$ cat src/rtl/ssr_pkg.sv
package ssr_pkg;
  typedef enum logic [1:0] {
    LS_LOCKED  = 2'd0,
    LS_OPEN    = 2'd1,
    LS_PARTIAL = 2'd2
  } lock_state_e;

  function automatic lock_state_e lock_code(input logic wl, input logic rl);
    if (wl && rl)      return LS_LOCKED;
    else if (wl || rl) return LS_PARTIAL;
    else               return LS_OPEN;
  endfunction
endpackage

$ cat src/rtl/ssr_lock_ctrl.sv
module ssr_lock_ctrl
  import ssr_pkg::*;
(
  input  logic        clk,
  input  logic        rst,
  input  logic        set_wr,
  input  logic        set_rd,
  output logic        wr_locked,
  output logic        rd_locked,
  output lock_state_e state
);
  always_ff @(posedge clk) begin
    if (rst) begin
      wr_locked <= 1'b0;
      rd_locked <= 1'b0;
    end else begin
      if (set_wr) wr_locked <= 1'b1;
      if (set_rd) rd_locked <= 1'b1;
    end
  end

  assign state = lock_code(wr_locked, rd_locked);
endmodule

$ cat src/rtl/ssr_word_store.sv
module ssr_word_store #(
  parameter int DEPTH  = 8,
  parameter int DATA_W = 32,
  parameter int ADDR_W = 3
) (
  input  logic              clk,
  input  logic              we,
  input  logic [ADDR_W-1:0] waddr,
  input  logic [DATA_W-1:0] wdata,
  input  logic              re,
  input  logic [ADDR_W-1:0] raddr,
  output logic [DATA_W-1:0] rdata
);
  logic [DATA_W-1:0] mem [DEPTH];

  always_ff @(posedge clk) begin
    if (we) mem[waddr] <= wdata;
  end

  always_ff @(posedge clk) begin
    if (re) rdata <= mem[raddr];
  end
endmodule

$ cat src/rtl/ssr_bank.sv
module ssr_bank
  import ssr_pkg::*;
#(
  parameter int NUM_GROUPS      = 2,
  parameter int WORDS_PER_GROUP = 4,
  parameter int DATA_W          = 32,
  localparam int GRP_W  = (NUM_GROUPS > 1) ? $clog2(NUM_GROUPS) : 1,
  localparam int WRD_W  = (WORDS_PER_GROUP > 1) ? $clog2(WORDS_PER_GROUP) : 1,
  localparam int ADDR_W = GRP_W + WRD_W
) (
  input  logic              clk,
  input  logic              rst,
  input  logic              secure_i,
  input  logic              req_valid,
  input  logic              req_write,
  input  logic [ADDR_W-1:0] req_addr,
  input  logic [DATA_W-1:0] req_wdata,
  output logic              rd_valid,
  output logic [DATA_W-1:0] rd_data,
  input  logic              lk_valid,
  input  logic [GRP_W-1:0]  lk_group,
  input  logic              lk_read,
  input  logic [GRP_W-1:0]  st_group,
  output logic [1:0]        st_code
);
  localparam int DEPTH = 1 << ADDR_W;

  logic [NUM_GROUPS-1:0] wlock_v;
  logic [NUM_GROUPS-1:0] rlock_v;
  lock_state_e           state_v [NUM_GROUPS];

  for (genvar g = 0; g < NUM_GROUPS; g++) begin : g_grp
    logic cmd_hit;
    assign cmd_hit = lk_valid && secure_i && (int'(lk_group) == g);
    ssr_lock_ctrl u_lock (
      .clk      (clk),
      .rst      (rst),
      .set_wr   (cmd_hit && !lk_read),
      .set_rd   (cmd_hit && lk_read),
      .wr_locked(wlock_v[g]),
      .rd_locked(rlock_v[g]),
      .state    (state_v[g])
    );
  end

  logic [GRP_W-1:0] req_grp;
  logic             req_in_range;
  logic             acc_ok;
  logic             grp_wlocked;
  logic             grp_rlocked;
  logic             wr_en;
  logic             rd_req;
  logic             rd_gate_d;
  logic             rd_gate_q;
  logic [DATA_W-1:0] store_q;

  assign req_grp      = req_addr[ADDR_W-1 -: GRP_W];
  assign req_in_range = int'(req_grp) < NUM_GROUPS;
  assign acc_ok       = req_valid && secure_i && req_in_range;

  always_comb begin
    grp_wlocked = 1'b1;
    grp_rlocked = 1'b1;
    for (int g = 0; g < NUM_GROUPS; g++) begin
      if (int'(req_grp) == g) begin
        grp_wlocked = wlock_v[g];
        grp_rlocked = rlock_v[g];
      end
    end
  end

  assign wr_en     = acc_ok && req_write && !grp_wlocked;
  assign rd_req    = req_valid && !req_write;
  assign rd_gate_d = acc_ok && !req_write && !grp_rlocked;

  ssr_word_store #(
    .DEPTH (DEPTH),
    .DATA_W(DATA_W),
    .ADDR_W(ADDR_W)
  ) u_store (
    .clk  (clk),
    .we   (wr_en),
    .waddr(req_addr),
    .wdata(req_wdata),
    .re   (rd_req),
    .raddr(req_addr),
    .rdata(store_q)
  );

  always_ff @(posedge clk) begin
    if (rst) begin
      rd_valid  <= 1'b0;
      rd_gate_q <= 1'b0;
    end else begin
      rd_valid  <= rd_req;
      rd_gate_q <= rd_gate_d;
    end
  end

  assign rd_data = rd_gate_q ? store_q : '0;

  lock_state_e st_sel;
  always_comb begin
    st_sel = LS_OPEN;
    for (int g = 0; g < NUM_GROUPS; g++) begin
      if (int'(st_group) == g) st_sel = state_v[g];
    end
  end

  always_ff @(posedge clk) begin
    if (rst) st_code <= LS_OPEN;
    else     st_code <= st_sel;
  end
endmodule

$ cat config.mk
export PLATFORM = sky130hd
export DESIGN_NAME = ssr_bank
export DESIGN_NICKNAME = d
export VERILOG_FILES = /design/src/rtl/ssr_pkg.sv /design/src/rtl/ssr_lock_ctrl.sv /design/src/rtl/ssr_word_store.sv /design/src/rtl/ssr_bank.sv
export SDC_FILE = /design/constraint.sdc
export NUM_CORES = 1
export LEC_CHECK = 0
export CAP_MARGIN = 20
export CORE_AREA = 10 10 207 209
export DETAILED_ROUTE_END_ITERATION = 16
export DIE_AREA = 0 0 217 219
export GPL_TIMING_DRIVEN = 0
export SKIP_CTS_REPAIR_TIMING = 1
export SYNTH_ARGS = -nofsm -noshare
export SYNTH_HDL_FRONTEND = slang
export SYNTH_SLANG_ARGS = --single-unit
$ cat constraint.sdc
create_clock -name clk -period 5.3 [get_ports clk]
set_input_delay 0.795 -clock clk [delete_from_list [all_inputs] [get_ports clk]]
set_output_delay 0.795 -clock clk [all_outputs]
set_load 0.03 [all_outputs]
==> out/metrics.yaml <==
grt_pass1_vias: 5612
io_buffers: 75
clkSinkCount: 296
cp_cell_sequence: "clkbuf_1 -> and2_1 -> clkdlybuf4s50_1"
antenna_found_initial: 4
postRouteAntennaNets: 0
routed_wl_mm: 24.7
synth_fp_nets: 531
max_stage_delay_ps: 710
cts_tree: "done"
fin_crit_sh: 0.643
syn_to_final_growth_pct: 24.7
cts-root-buf: "clkbuf_16"
cpLargestDelayFamily: "buffers and inverters"
skew_ps: 8.96
netlist_area_um2: 11400
overflow: 0
syn_inst: 485
utilization: 0.369
numCtsBuffers: 31
die_w_um: 217
clkLatencyLatePin_ps: 550
reg2reg_slack_ps: 2840
detailed_place_hpwl_mm: 17.1
crit_buf_inv: 2
cp.required_ps: 4510
worst_pin_slew_ps: 984
fin_crit_ps: 3410
yosys.area_share.adder: 0.00219
crit_path_max_fanout: 10
synth_compound_area_frac: 0.00351
outcome: "complete, no violations"
grt_pass1_wl_mm: 36.9
grt_usage: 0.103
via_count: 5313
rsz0062_at_grt: "false"
wl_per_cell_um: 20.8
drt_iter0_markers: 469
fillCellCount: 3583
slew_headroom: 0.339
yosys.cell_types.count: 28
clkTransAtPathRegs_ps: 60
min_path_type: "reg -> reg"
final_cells: 1186
worstSetupPathType: "reg -> out"
yosys_warnings: 0
ys_seq_area_frac: 0.772
synth-xor-area-share: 0
num-nets-final: 687
fmax_ghz: 0.293
synthMuxAreaShare: 0.178
route.detailed.drc: 0
cp-end-kind: "output pin"
avgSynthCellArea_um2: 23.5
fin_tns_setup_ps: 0
synthSimpleGateAreaFrac: 0.0304
fp-row-count: 72
firstDrtPassIters: 4
cp-start-kind: "register"
cts_buffer_depth: 3
coreArea_um2: 38600
fp.dieH_um: 219
critPathSlowestCell: "clkdlybuf4s50_1"
synth-seq-cells: 296
finalSetupViolations: 0
ios: 79
placed_area_um2: 13300
powerDensity_nw_per_um2: 342
finalMaxSlewViolations: 0
gp_congestion: 0.645
die_area_um2: 47500
cts_max_level: 1
drive_gt1_frac: 0.233
maxCapViolCount: 0
p_total_mw: 4.87
start_util: 0.296
vdd_drop_max_uv: 231
power_leakage_nw: 4.69
synth_top_family_by_area: "multiplexers"
viasPerCell: 4.48
place_inst: 1126
arrival_ps: 2610
design_area_um2: 14200
grt_max_degree: 25
finalHoldViolations: 0
-- where the power goes --
part	switching, mW	internal (mW)
sequential	0.00596	2.60
combinational	0.123	0.114
clock	0.858	1.17
-- path summary, 6_finish.rpt --
| path | from | to | cells past startpoint |
|---|---|---|---|
| setup / recovery | rd_gate_q | rd_data[11] | 3 |
| hold / removal | g_grp[1].u_lock.rd_locked | g_grp[1].u_lock.rd_locked | 2 |
| setup reg to reg | g_grp[0].u_lock.wr_locked | u_store.mem[4][8] | 5 |
| hold reg to reg | g_grp[1].u_lock.rd_locked | g_grp[1].u_lock.rd_locked | 2 |
-- worst reg2reg max path, cell delays in order, from the launching register on --
cell	delay [ps]
dfxtp_1	310
mux2_2	360
nor4_2	830
buf_4	330
buf_6	150
buf_4	170
-- area by class of cell --
| class | instances | area, um^2 | area share |
|---|---|---|---|
| repair buffers | 123 | 1150 | 0.0806 |
| diodes | 3 | 7.51 | 0.000528 |
| multi-input cells | 161 | 2490 | 0.175 |
| clock buffers | 36 | 795 | 0.0559 |
| plain buffers | 23 | 145 | 0.0102 |
| well taps | 518 | 648 | 0.0456 |
| flip-flops and latches | 296 | 8810 | 0.619 |
| clock inverters | 21 | 159 | 0.0112 |
| inverters | 5 | 18.8 | 0.00132 |
-- routing by layer --
layer / global-route usage / up-vias / wire length [um] / share of wire
met3: 0.0259 / 34 / 1360 / 0.055
li1: - / 2392 / - / -
met4: 0.0235 / 2 / 461 / 0.019
met5: 0 / - / 15 / 0.00061
met1: 0.142 / 2774 / 11500 / 0.47
met2: 0.161 / 111 / 11400 / 0.46
-- logic make-up after synthesis --
kind of cell | count (synthesis)
buf+inv | 28
compound gates | 6
simple gates | 55
flops | 296
fa+ha+maj | 2
mux | 98
-- flip-flops by register name, summed over array words and instances (netlist names) --
signal / cells
rd_valid: 1
u_store.mem: 256
st_code: 2
g_grp.u_lock.rd_locked: 2
u_store.rdata: 32
g_grp.u_lock.wr_locked: 2
rd_gate_q: 1
-- layout by cell type (no fill, tap or decap), drive strengths merged --
cell type and instances:
and2 32, clkinvlp 1, bufinv 2, a21oi 4, a211o 1, clkdlybuf4s50 75, mux2i 1, nand4bb 1
o2111a 1, nor2 2, clkinv 16, inv 7, nand2b 3, ha 2, nor4b 1, mux2 33
nor2b 2, nor4 7, nor3b 1, nand2 2, buf 64, diode 3, clkbuf 43, nand4 1
nand4b 2, dfxtp 8, edfxtp 288, nand3 1, mux4 64
-- per-stage QoR --
stage               hold slack (ps)  setup WS (ps)
finish                          483           1890
global route                    508           1730
CTS                             485           1800
detailed placement              477           1650
global placement                481          -4310
floorplan                       440           27.6
-- cell usage after synthesis --
cell | number | area, um^2
mux4_2 | 10 | 225
mux2_2 | 33 | 372
o2111a_1 | 1 | 11.3
nor4_1 | 7 | 43.8
nand2_1 | 2 | 7.51
mux4_1 | 54 | 1420
nor2_1 | 2 | 7.51
buf_4 | 1 | 7.51
and2_1 | 32 | 200
mux2i_1 | 1 | 10.0
nand4_1 | 1 | 6.26
buf_6 | 7 | 78.8
nand4bb_1 | 1 | 11.3
dfxtp_1 | 8 | 160
edfxtp_1 | 288 | 8650
clkbuf_1 | 7 | 26.3
nand4b_1 | 2 | 17.5
nand2b_1 | 3 | 18.8
nor3b_1 | 1 | 7.51
a21oi_1 | 4 | 20.0
nor4b_1 | 1 | 8.76
buf_1 | 6 | 22.5
nand3_1 | 1 | 5.00
nor2b_1 | 2 | 12.5
buf_2 | 2 | 10.0
inv_1 | 5 | 18.8
ha_1 | 2 | 25.0
a211o_1 | 1 | 8.76
Note: power is estimated with default switching activity, not from simulation.
